`src/rtl/rmt_pkg.sv`:
```
package rmt_pkg;
  localparam int unsigned DATA_W    = 8;
  localparam int unsigned ADDR_W    = 8;
  localparam int unsigned SHORT_RUN = 3;
  localparam int unsigned LONG_RUN  = 5;
  localparam int unsigned CNT_W     = $clog2(LONG_RUN + 1);

  localparam logic [ADDR_W-1:0] CFG_ADDR = 8'h10;
  localparam logic [ADDR_W-1:0] STS_ADDR = 8'h11;
  localparam logic [ADDR_W-1:0] ENA_ADDR = 8'h12;
  localparam logic [ADDR_W-1:0] IRQ_ADDR = 8'h13;

  localparam int unsigned SEL_BIT = 4;
  localparam int unsigned STS_BIT = 0;
  localparam int unsigned IRQ_BIT = 3;

  typedef enum logic {
    ALM_CLEAR    = 1'b0,
    ALM_DECLARED = 1'b1
  } alm_state_e;
endpackage

```
`src/rtl/rmt_rst_sync.sv`:
```
module rmt_rst_sync #(
  parameter int unsigned STAGES = 2
) (
  input  logic clk,
  input  logic rst_n,
  output logic rst_sync_n
);
  logic [STAGES-1:0] sync_q;

  always_ff @(posedge clk or negedge rst_n) begin
    if (!rst_n) sync_q <= '0;
    else        sync_q <= {sync_q[STAGES-2:0], 1'b1};
  end

  assign rst_sync_n = sync_q[STAGES-1];
endmodule

```
`src/rtl/rmt_persist.sv`:
```
module rmt_persist
  import rmt_pkg::*;
#(
  parameter int unsigned SHORT_N = SHORT_RUN,
  parameter int unsigned LONG_N  = LONG_RUN,
  parameter int unsigned CW      = $clog2(LONG_N + 1)
) (
  input  logic          clk,
  input  logic          rst_n,
  input  logic          frm_stb,
  input  logic          ind,
  input  logic          sel_long,
  input  logic          restart,
  output logic          state_o,
  output logic          evt_o,
  output logic [CW-1:0] cnt_o
);
  localparam logic [CW:0] SHORT_LIM = CW'(SHORT_N);
  localparam logic [CW:0] LONG_LIM  = CW'(LONG_N);

  alm_state_e   st_q, st_d;
  logic [CW-1:0] cnt_q, cnt_d;
  logic          upd_en;
  logic [CW:0]   run_lim;
  logic [CW:0]   cnt_inc;

  assign run_lim = sel_long ? LONG_LIM : SHORT_LIM;
  assign cnt_inc = {1'b0, cnt_q} + 1'b1;

  // next-state logic
  always_comb begin
    st_d   = st_q;
    cnt_d  = cnt_q;
    evt_o  = 1'b0;
    upd_en = 1'b0;
    if (restart) begin
      cnt_d  = '0;
      upd_en = 1'b1;
    end else if (frm_stb) begin
      upd_en = 1'b1;
      if (ind != st_q) begin
        if (cnt_inc >= run_lim) begin
          st_d  = (st_q == ALM_CLEAR) ? ALM_DECLARED : ALM_CLEAR;
          cnt_d = '0;
          evt_o = 1'b1;
        end else begin
          cnt_d = cnt_inc[CW-1:0];
        end
      end else begin
        cnt_d = '0;
      end
    end
  end

  // state registers with explicit enable
  always_ff @(posedge clk or negedge rst_n) begin
    if (!rst_n) begin
      st_q  <= ALM_CLEAR;
      cnt_q <= '0;
    end else if (upd_en) begin
      st_q  <= st_d;
      cnt_q <= cnt_d;
    end
  end

  assign state_o = st_q;
  assign cnt_o   = cnt_q;
endmodule

```
`src/rtl/rmt_regs.sv`:
```
module rmt_regs
  import rmt_pkg::*;
#(
  parameter int unsigned DW = DATA_W,
  parameter int unsigned AW = ADDR_W
) (
  input  logic          clk,
  input  logic          rst_n,
  input  logic [AW-1:0] addr,
  input  logic          wr,
  input  logic [DW-1:0] wdata,
  input  logic          rd,
  input  logic          alm_state,
  input  logic          irq_flag,
  output logic [DW-1:0] rdata,
  output logic          sel_long,
  output logic          irq_en,
  output logic          sel_restart,
  output logic          irq_rd_clr
);
  localparam logic [DW-1:0] CFG_MASK = DW'(1) << SEL_BIT;
  localparam logic [DW-1:0] ENA_MASK = DW'(1) << IRQ_BIT;

  logic [DW-1:0] cfg_q, cfg_d;
  logic [DW-1:0] ena_q, ena_d;
  logic          cfg_we, ena_we;
  logic [DW-1:0] sts_vec, irq_vec;

  assign cfg_we = wr && (addr == CFG_ADDR);
  assign ena_we = wr && (addr == ENA_ADDR);
  assign cfg_d  = wdata & CFG_MASK;
  assign ena_d  = wdata & ENA_MASK;

  always_ff @(posedge clk or negedge rst_n) begin
    if (!rst_n)      cfg_q <= '0;
    else if (cfg_we) cfg_q <= cfg_d;
  end

  always_ff @(posedge clk or negedge rst_n) begin
    if (!rst_n)      ena_q <= '0;
    else if (ena_we) ena_q <= ena_d;
  end

  assign sel_long    = cfg_q[SEL_BIT];
  assign irq_en      = ena_q[IRQ_BIT];
  assign sel_restart = cfg_we && (cfg_d[SEL_BIT] != cfg_q[SEL_BIT]);
  assign irq_rd_clr  = rd && (addr == IRQ_ADDR);

  always_comb begin
    sts_vec          = '0;
    sts_vec[STS_BIT] = alm_state;
    irq_vec          = '0;
    irq_vec[IRQ_BIT] = irq_flag;
  end

  always_comb begin
    rdata = '0;
    if (rd) begin
      unique case (addr)
        CFG_ADDR: rdata = cfg_q;
        STS_ADDR: rdata = sts_vec;
        ENA_ADDR: rdata = ena_q;
        IRQ_ADDR: rdata = irq_vec;
        default:  rdata = '0;
      endcase
    end
  end
endmodule

```
`src/rtl/rmt_irq.sv`:
```
module rmt_irq (
  input  logic clk,
  input  logic rst_n,
  input  logic evt,
  input  logic rd_clr,
  input  logic en,
  output logic flag_o,
  output logic irq_o
);
  logic flag_q, flag_d, flag_we;

  // a new event outranks a read-clear in the same cycle
  always_comb begin
    flag_we = evt || rd_clr;
    flag_d  = evt ? 1'b1 : 1'b0;
  end

  always_ff @(posedge clk or negedge rst_n) begin
    if (!rst_n)       flag_q <= 1'b0;
    else if (flag_we) flag_q <= flag_d;
  end

  assign flag_o = flag_q;
  assign irq_o  = flag_q & en;
endmodule

```
`src/rtl/rmt_alarm_persist.sv`:
```
module rmt_alarm_persist
  import rmt_pkg::*;
(
  input  logic              clk,
  input  logic              rst_n,
  input  logic              frm_stb,
  input  logic              rmt_ind,
  input  logic [ADDR_W-1:0] reg_addr,
  input  logic              reg_wr,
  input  logic [DATA_W-1:0] reg_wdata,
  input  logic              reg_rd,
  output logic [DATA_W-1:0] reg_rdata,
  output logic              irq_o
);
  logic             rst_s_n;
  logic             sel_long, irq_en, sel_restart, irq_rd_clr;
  logic             alm_state, alm_evt, irq_flag;
  logic [CNT_W-1:0] run_cnt;

  rmt_rst_sync #(.STAGES(2)) u_rst (
    .clk        (clk),
    .rst_n      (rst_n),
    .rst_sync_n (rst_s_n)
  );

  rmt_persist #(.SHORT_N(SHORT_RUN), .LONG_N(LONG_RUN), .CW(CNT_W)) u_persist (
    .clk      (clk),
    .rst_n    (rst_s_n),
    .frm_stb  (frm_stb),
    .ind      (rmt_ind),
    .sel_long (sel_long),
    .restart  (sel_restart),
    .state_o  (alm_state),
    .evt_o    (alm_evt),
    .cnt_o    (run_cnt)
  );

  rmt_regs #(.DW(DATA_W), .AW(ADDR_W)) u_regs (
    .clk         (clk),
    .rst_n       (rst_s_n),
    .addr        (reg_addr),
    .wr          (reg_wr),
    .wdata       (reg_wdata),
    .rd          (reg_rd),
    .alm_state   (alm_state),
    .irq_flag    (irq_flag),
    .rdata       (reg_rdata),
    .sel_long    (sel_long),
    .irq_en      (irq_en),
    .sel_restart (sel_restart),
    .irq_rd_clr  (irq_rd_clr)
  );

  rmt_irq u_irq (
    .clk    (clk),
    .rst_n  (rst_s_n),
    .evt    (alm_evt),
    .rd_clr (irq_rd_clr),
    .en     (irq_en),
    .flag_o (irq_flag),
    .irq_o  (irq_o)
  );
endmodule

```
`config.mk`:
```
export PLATFORM = sky130hd
export DESIGN_NAME = rmt_alarm_persist
export DESIGN_NICKNAME = d
export VERILOG_FILES = /design/src/rtl/rmt_pkg.sv /design/src/rtl/rmt_rst_sync.sv /design/src/rtl/rmt_persist.sv /design/src/rtl/rmt_regs.sv /design/src/rtl/rmt_irq.sv /design/src/rtl/rmt_alarm_persist.sv
export SDC_FILE = /design/constraint.sdc
export NUM_CORES = 1
export LEC_CHECK = 0
export BUFFER_PORTS_ARGS = -buffer_cell sky130_fd_sc_hd__buf_2
export CAP_MARGIN = 30
export CORE_MARGIN = 1.5
export CORE_UTILIZATION = 43
export CTS_BUF_LIST = sky130_fd_sc_hd__clkbuf_16
export DETAILED_ROUTE_END_ITERATION = 8
export GPL_TIMING_DRIVEN = 0
export PLACE_DENSITY = 0.77
export SYNTH_ARGS = -nofsm -noshare
export SYNTH_HDL_FRONTEND = slang
export SYNTH_SLANG_ARGS = --single-unit
```
`constraint.sdc`:
```
create_clock -name clk -period 1.5 [get_ports clk]
set_input_delay 0.15 -clock clk [delete_from_list [all_inputs] [get_ports clk]]
set_output_delay 0.15 -clock clk [all_outputs]
set_load 0.005 [all_outputs]
```
Word-level counts from Yosys, hierarchy flattened
Cells that the tools add are included.
{"block": "word_totals", "register_bits": 9, "latchBits": 0, "ramBits": 0, "rom_bits": 0, "inputBits": 22, "out_inout_bits": 9, "word_cells": 39, "mem_count": 0}
{"block": "classes", "addsub": 1, "mul": 0, "div": 0, "order_cmp": 1, "n_eq_ne": 6, "shifts": 0, "n_mux": 15, "bitwise": 2, "n_reduce_logical": 8}
{"operator": "$eq 8x5->1 const B", "count": 4}
{"operator": "$pmux 5 s4", "count": 1}
{"operator": "$mux 3", "count": 5}
{"operator": "$mux 1", "count": 8}
{"operator": "$mux 5", "count": 1}
{"operator": "$reduce_and 5->1", "count": 1}
{"operator": "$add 3x1->4 const B", "count": 1}
{"operator": "$ge 4x4->1", "count": 1}
{"operator": "$logic_and 1x1->1", "count": 4}
{"operator": "$ne 1x1->1", "count": 2}
{"operator": "$reduce_and 2->1", "count": 1}
{"operator": "$reduce_bool 2->1", "count": 1}
{"operator": "$and 1x1->1", "count": 1}
{"operator": "$logic_or 1x1->1", "count": 1}
{"operator": "$not 1->1", "count": 1}

Logic depth before layout (Yosys ltp)
Gate-level depths: netlist (run 1).
{"block": "depth", "word_depth": 7, "ltp_mapped": 8, "mapped_depth_nobuf": 8}

Cells and area by module
A second synthesis (run 1) with hierarchy kept.
{"block": "unflattened", "cells_unflattened": 62, "area_unflattened_um2": 650.6}
{"module": "rmt_persist", "instances": 1, "cells_per_inst": 29, "area_each_um2": 302.8, "seq_area_each_um2": 100.1}
{"module": "rmt_regs", "instances": 1, "cells_per_inst": 26, "area_each_um2": 251.5, "seq_area_each_um2": 50.0}
{"module": "rmt_rst_sync", "instances": 1, "cells_per_inst": 3, "area_each_um2": 53.8, "seq_area_each_um2": 50.0}
{"module": "rmt_irq", "instances": 1, "cells_per_inst": 4, "area_each_um2": 42.5, "seq_area_each_um2": 25.0}

Least setup slack after synthesis (run 1)
No wires, ideal clock.
{"block": "synth_timing", "path_type": "reg-to-reg", "from": "register u_persist.cnt_q[0], in the netlist u_persist.cnt_o[0]", "to": "register u_persist.st_q, in the netlist u_persist.state_o", "setup_ns": 0.079, "arrival_time_ns": 1.942, "setup_slack_ns": -0.521, "stages_incl_launch_ff": 9, "n_path_buf": 0, "synth_period_minus_slack_ns": 2.021, "cell_sequence": "dfrtp_1 > ha_1 > nand2b_1 > nand2_1 > ha_1 > inv_1 > o311ai_0 > nor3b_1 > xor2_1"}
{"block": "synth_via", "elab_chain_len": 3}
{"item": "start, declared", "line": "rmt_persist.sv:22", "source": "logic [CW-1:0] cnt_q, cnt_d;"}
{"item": "start signal, assigned", "line": "rmt_persist.sv:62", "source": "cnt_q <= cnt_d;"}
{"item": "$add 3x1->4", "line": "rmt_persist.sv:28", "source": "assign cnt_inc = {1'b0, cnt_q} + 1'b1;"}
{"item": "$ge 4x4->1", "line": "rmt_persist.sv:42", "source": "if (cnt_inc >= run_lim) begin"}
{"item": "$reduce_and 5->1 (no line)"}
{"item": "end signal, assigned", "line": "rmt_persist.sv:61", "source": "st_q <= st_d;"}
{"item": "end, declared", "line": "rmt_persist.sv:21", "source": "alm_state_e st_q, st_d;"}
No other way between the ends.
A chain may end at the register's enable or synchronous reset.

Worst setup path in the final report (run 1)
{"block": "layout_timing", "from": "register u_persist.cnt_q[1], in the netlist u_persist.cnt_o[1]", "to": "register u_persist.st_q, in the netlist u_persist.state_o"}
The elaborated chain is that of the path after synthesis.

==> results of run 1 <==
-- cell type report --
class / count / area (sq um)
plain buffers: 5 / 37.5
clock buffers: 3 / 75.1
clock inverters: 1 / 3.75
fillers: 97 / 345
inverters: 3 / 11.3
multi-input cells: 47 / 433
flip-flops and latches: 9 / 226
well taps: 15 / 18.8
repair buffers: 26 / 150
-- power by group through the flow --
stage          logic, W  registers (W)  clock network [W]
5_1_grt        0.000714       0.000378           0.000474
2_1_floorplan  0.000314       0.000359                  0
6_report       0.000673       0.000371           0.000453
3_3_place_gp   0.000381       0.000372                  0
4_1_cts        0.000633       0.000360           0.000456
3_5_place_dp   0.000404       0.000381                  0
-- sequential cells by signal (all words and copies together) (netlist names) --
register and flops:
u_irq.flag_o 1, u_persist.cnt_o 3, u_persist.state_o 1, u_regs.cfg_q 1, u_regs.ena_q 1, u_rst.sync_q 2
-- Yosys cell counts (2+ instances only) --
library cell | instances | area (sq um)
a21o_1 | 2 | 15.0
buf_4 | 5 | 37.5
conb_1 | 2 | 7.51
dfrtp_1 | 9 | 225
ha_1 | 2 | 25.0
inv_1 | 3 | 11.3
mux2_2 | 2 | 22.5
nand2_1 | 5 | 18.8
nand2b_1 | 2 | 12.5
nor2_1 | 6 | 22.5
nor3b_1 | 2 | 15.0
xor2_1 | 2 | 17.5
-- per-stage QoR --
stage          cell area [sq um]  hold WS [ps]  setup WS (ps)  total power (W)
3_3_place_gp                 761         -64.9           -416         0.000753
5_1_grt                      956           143           -456          0.00157
2_1_floorplan                647          -146           -253         0.000673
6_report                     956           108           -360          0.00150
3_5_place_dp                 761         -60.3           -526         0.000785
4_1_cts                      936           115           -392          0.00145
-- logic make-up after synthesis --
family	Yosys count	share of synthesized area, %
adders and majority gates	2	4.21
buffers and inverters	8	8.21
xor gates and xnor gates	3	4.42
DFF	9	37.9
muxes	3	5.47
and+or+nand+nor	25	27.6
other	2	1.26
AOI/OAI and AO/OA	8	10.9
-- routing by layer --
metal,vias to the layer above,global-route usage (%)
li1,274,-
met3,0,2.78
met5,-,0
met2,25,37.1
met1,258,22.9
met4,0,8.33
-- worst max-delay path: stages, from the launching register on --
cell      delay, ps
dfrtp_1         390
ha_4            160
nand2b_4        140
nand2_4          60
ha_4            270
inv_2            40
o311ai_4        250
nor3b_4         290
xor2_1          190
-- timing repair --
action	in CTS	in global routing
pin swaps	2	3
endpoints found under the hold margin	2	0
endpoints found under the setup margin	5	6
setup buffers	5	1
hold buffers	1	0
gates resized for setup	9	2
-- worst min-delay path by stage --
stage | end | slack (ps)
floorplan | u_rst.sync_q[0] | -150
global placement | u_rst.sync_q[0] | -60
detailed placement | u_rst.sync_q[1] | -60
CTS | u_regs.cfg_q[4] | 110
global route | u_regs.cfg_q[4] | 140
finish | u_regs.cfg_q[4] | 110
==> flow_metrics.tcl, run 1 <==
set metrics [dict create \
    outcome "finished, violations left" \
    violations "negative setup slack" \
    dr_wl_met3_um 74 \
    power.share.combinational_pct 44.9 \
    synth_area_sq_um 594 \
    ys_warn_count 0 \
    switching_share_pct 31.0 \
    die-area_sq_um 1610 \
    cp.required_ps 1640 \
    clk_path_buf_depth 2 \
    layout_common_cells "buf_2 (19), buf_4 (11), dfrtp_1 (8), conb_1 (6), nor2_1 (5)" \
    worstSetupPathType "register to register" \
    pin_count 31 \
    p_seq_share_pct 24.8 \
    wirelength_um 1480 \
    yosysUniqueCellTypes 30 \
    synth_edf_count 0 \
    r2r_cells 8 \
    cts_tree "yes" \
    p_int_w 0.00103 \
    r2r_end "u_persist.state_o" \
    utilization_pct 73.5 \
    wl_met2_um 800 \
    p_per_area_nw_per_um2 1570 \
    routed.top_layer "met3" \
    die_x_um 40.2 \
    leakage_nw 0.465 \
    grt_pass1_vias 504 \
    overflow 0 \
    clk_latency_ps 230 \
    met1_length_um 605 \
    cp.arrival_ps 2000 \
    fmax_mhz 538 \
    numCtsBuffers 3 \
    finalHoldViolations 0 \
    drv_cap 0 \
    fin_skew_ps 1.34 \
    clkPwrFrac_pct 30.3 \
    track_usage_pct 20.1 \
    min_period_over_period_pct 124 \
    drtIter0Drc 22 \
    h-tree-depth 1 \
    layout_commonest_cell "buf_2" \
    grt_pass1_wl_um 2090 \
    timing.final.crit_period_ps 1860 \
    portBuffers 19 \
    row_count 13 \
    dp_cells 98 \
    start_kind "register" \
    cp-endpoint "u_persist.state_o" \
    synthCells 60 \
    worstPathMaxFanout 3 \
    dp_hpwl_um 996 \
    antenna_found_initial 0 \
    core_sq_um 1300 \
    final_net_count 119 \
    rsz0062_at_grt "yes" \
    switchingPower_w 0.000464 \
    layout.cells.non_filler 109 \
    ys.flop_type "dfrtp_1" \
    rrSetupSlack_ps -360 \
    grt_max_degree 8 \
    gp_congestion 0.808 \
    final_layout_size_suffix_gt1_share_pct 54.3 \
    setup_viol 4 \
    cp-startpoint "u_persist.cnt_o[1]" \
    timing.setup.tns_ps -1280 \
    viasPerCell 5.11 \
    worstHoldPathType "register to asynchronous set/reset pin" \
    synth_seq_cells 9 \
    dr.pass1.iters 4 \
    avgSynthCellArea_sq_um 9.91 \
    start_util_pct 45.7 \
    vdd_drop_max_mv 1.23 \
    r2r-start "u_persist.cnt_o[1]" \
    drc_errors 0 \
    setup_slack_ps -360 \
    drv_slew 0 \
    async_flop_share_pct 100 \
    synth-seq-area-share_pct 37.9 \
    clock-sinks 9 \
    ant_nets 0 \
    end_kind "register" \
    path_clk_slew_ps 40 \
    n_antenna_cell 0 \
    vias 557 \
    cts_root_buffer "clkbuf_16" \
    wire_per_inst_um 13.6 \
    syn_to_final_growth_pct 60.8 \
    chipHeight_um 40.2 \
]
No activity file was read; power rests on OpenSTA's default activity.
==> inputs of run 2 (changes only) <==
Settings changed: CORE_UTILIZATION 43 to 44, CTS_BUF_LIST sky130_fd_sc_hd__clkbuf_16 to default, SYNTH_HIERARCHICAL from default to 1.
==> run 2 against run 1 <==
Net effect:
- the flow still finishes with violations (negative setup slack)
- total power down 31%
- utilization down 7.1 points
- first-iteration DRC count down 77%
- critical endpoint is now u_persist/cnt_o[0]
- final area down 7.5%
- flip-flop and latch count unchanged
- register-to-register slack better by 220 ps
- worst setup slack better by 220 ps
==> flow_metrics.tcl, run 2 <==
set metrics [dict create \
    p_per_area_nw_per_um2 1170 \
    wire_per_inst_um 10.9 \
    clk_path_buf_depth 2 \
    worstHoldPathType "register to asynchronous set/reset pin" \
    drv_cap 0 \
    layout_commonest_cell "buf_2" \
    drc_errors 0 \
    post_dp_cell_area_sq_um 782 \
    rrSetupSlack_ps -140 \
    final_net_count 119 \
    synth_area_sq_um 651 \
    fillCellCount 124 \
    n_antenna_cell 0 \
    h-tree-depth 1 \
    vdd_drop_max_mv 0.943 \
    layout.cells.non_filler 109 \
    async_flop_share_pct 100 \
    dr.pass1.iters 4 \
    chipHeight_um 41.5 \
    cp.arrival_ps 1810 \
    drv_slew 0 \
    core_sq_um 1330 \
    worstSetupPathType "register to register" \
    cts_tree "yes" \
    min_period_over_period_pct 109 \
    drtIter0Drc 5 \
    ys_top_cells_by_count "dfrtp_1 (9), inv_1 (6), buf_4 (5), nand2_1 (5)" \
    end_kind "register" \
    grt_max_degree 8 \
    p_seq_share_pct 35.1 \
    timing.final.crit_period_ps 1640 \
    setup_viol 5 \
    leakage_nw 0.405 \
    gp_congestion 0.722 \
    dp_hpwl_um 986 \
    antenna_found_initial 0 \
    start_util_pct 48.8 \
    grt_pass1_wl_um 2090 \
    die_x_um 41.5 \
    stdcell_area_sq_um 885 \
    numCtsBuffers 3 \
    fmax_mhz 610 \
    setup_slack_ps -140 \
    start_kind "register" \
    synth-seq-area-share_pct 34.6 \
    p_int_w 0.000673 \
    layout_common_cells "buf_2 (19), buf_4 (9), dfrtp_1 (7), inv_1 (6), conb_1 (6)" \
    syn_to_final_growth_pct 36.0 \
    track_usage_pct 14.9 \
    finalHoldViolations 0 \
    switchingPower_w 0.000358 \
    largest_reg_flops 3 \
    avgSynthCellArea_sq_um 10.5 \
    yosys.area.top_type_share_pct 34.6 \
    timing.setup.tns_ps -583 \
    viasPerCell 4.78 \
    power.share.combinational_pct 48.2 \
    yosysMostFrequentCell "dfrtp_1" \
    pin_count 31 \
    ant_nets 0 \
    worstPathMaxFanout 3 \
    cts_root_buffer "clkbuf_4" \
    overflow 0 \
    clkPwrFrac_pct 16.7 \
    wirelength_um 1180 \
    yosys-top-cells-area "dfrtp_1 (35%), nor4b_2 (6.9%), buf_4 (5.8%), nand4bb_4 (4.2%), xor2_1 (4.0%)" \
    utilization_pct 66.3 \
    final_layout_size_suffix_gt1_share_pct 50.0 \
    grt_pass1_vias 519 \
    ys.flop_type "dfrtp_1" \
    clock-sinks 9 \
    vias 521 \
    rsz0062_at_grt "yes" \
    ys_warn_count 6 \
    violations "negative setup slack" \
    synth_area_leader_cell "dfrtp_1" \
    outcome "finished, violations left" \
    synth_seq_cells 9 \
    path_clk_slew_ps 60 \
    synth_edf_count 0 \
    fin_skew_ps 0.403 \
    synthCells 62 \
    yosysUniqueCellTypes 28 \
    row_count 13 \
    die-area_sq_um 1720 \
    clk_latency_ps 240 \
    switching_share_pct 34.7 \
    dp_cells 100 \
    portBuffers 19 \
    cp.required_ps 1670 \
]
run 2: changes by cell type after synthesis, moves of 2 or more:
| cell | change |
|---|---|
| o21ai_2 | +2 |
| nor2_1 | -4 |
| nand2b_1 | -2 |
| nor3b_1 | -2 |
| nor3_1 | +2 |
| mux2_2 | -2 |
| mux2_1 | +2 |
| nor4b_2 | +3 |
| inv_1 | +3 |
| nand3_1 | +2 |
run 2: final timing paths:
kind,startpoint,endpoint,cells after the start
setup / recovery,u_persist/cnt_o[0],u_persist/cnt_o[0],7
hold / removal,u_rst/sync_q[1],u_persist/cnt_o[2],0
setup reg to reg,u_persist/cnt_o[0],u_persist/cnt_o[0],7
hold reg to reg,u_rst/sync_q[1],u_persist/cnt_o[2],0
max in group asynchronous,u_rst/sync_q[1],u_persist/cnt_o[0],0
min in group clk,reg_wdata[3],u_regs/ena_q[3],2
run 2: logic make-up (layout without fill, tap and decap cells):
group / after synthesis / count (layout) / synth area share [%]
DFF: 9 / 9 / 34.6
other: 2 / 6 / 1.15
buffers and inverters: 11 / 39 / 9.23
xor gates and xnor gates: 4 / 4 / 5.39
and+or+nand+nor: 22 / 22 / 30.2
muxes: 3 / 3 / 5.00
AOI/OAI and AO/OA: 9 / 9 / 10.6
adders and majority gates: 2 / 2 / 3.85
run 2: final cells by class:
type	count	area, sq um	area share, %
timing repair buffer	24	135	15.3
multi-input combinational	46	417	47.1
tap	15	18.8	2.12
clock buffer	4	26.3	2.97
sequential	9	228	25.7
inverter	6	22.5	2.55
buffer	5	37.5	4.24
run 2: repair_timing:
item                                   4_1_cts  5_1_grt
hold buffers                                 1        0
gates cloned                                 0        0
pin swaps                                    6        0
resized for setup                            4        2
endpoints found under the hold margin        2        0
setup buffers                                4        0
setup endpoints to repair                    5        5
run 2: per-stage QoR:
stage / setup slack, ps / hold WS (ps) / total power [W]
after floorplan: -219 / -146 / 0.000641
after global placement: -321 / -65.2 / 0.000713
after CTS: -226 / 109 / 0.00102
after detailed placement: -412 / -63.0 / 0.000739
final: -140 / 102 / 0.00103
after global routing: -223 / 124 / 0.00111
run 2: critical path, cell delays in order, from the launching register on:
cell and delay [ps]:
dfrtp_2 430, ha_4 180, xor2_2 160, ha_4 230, o211ai_1 120, buf_4 170, nand4bb_4 130, o21ai_2 140
run 2: routing by layer:
layer  global-route usage, %  wire [um]  vias to the layer above
met1                    18.5        518                      243
li1                        -          -                      269
met4                       0          0                        0
met5                       0          0                        -
met2                    27.8        631                        9
met3                    3.04         34                        0
run 2: power groups by stage:
stage          Clock (W)  Combinational, W  Sequential (W)
3_5_place_dp           0          0.000359        0.000380
5_1_grt         0.000193          0.000545        0.000373
4_1_cts         0.000181          0.000478        0.000361
6_report        0.000172          0.000497        0.000362
2_1_floorplan          0          0.000281        0.000360
3_3_place_gp           0          0.000337        0.000375
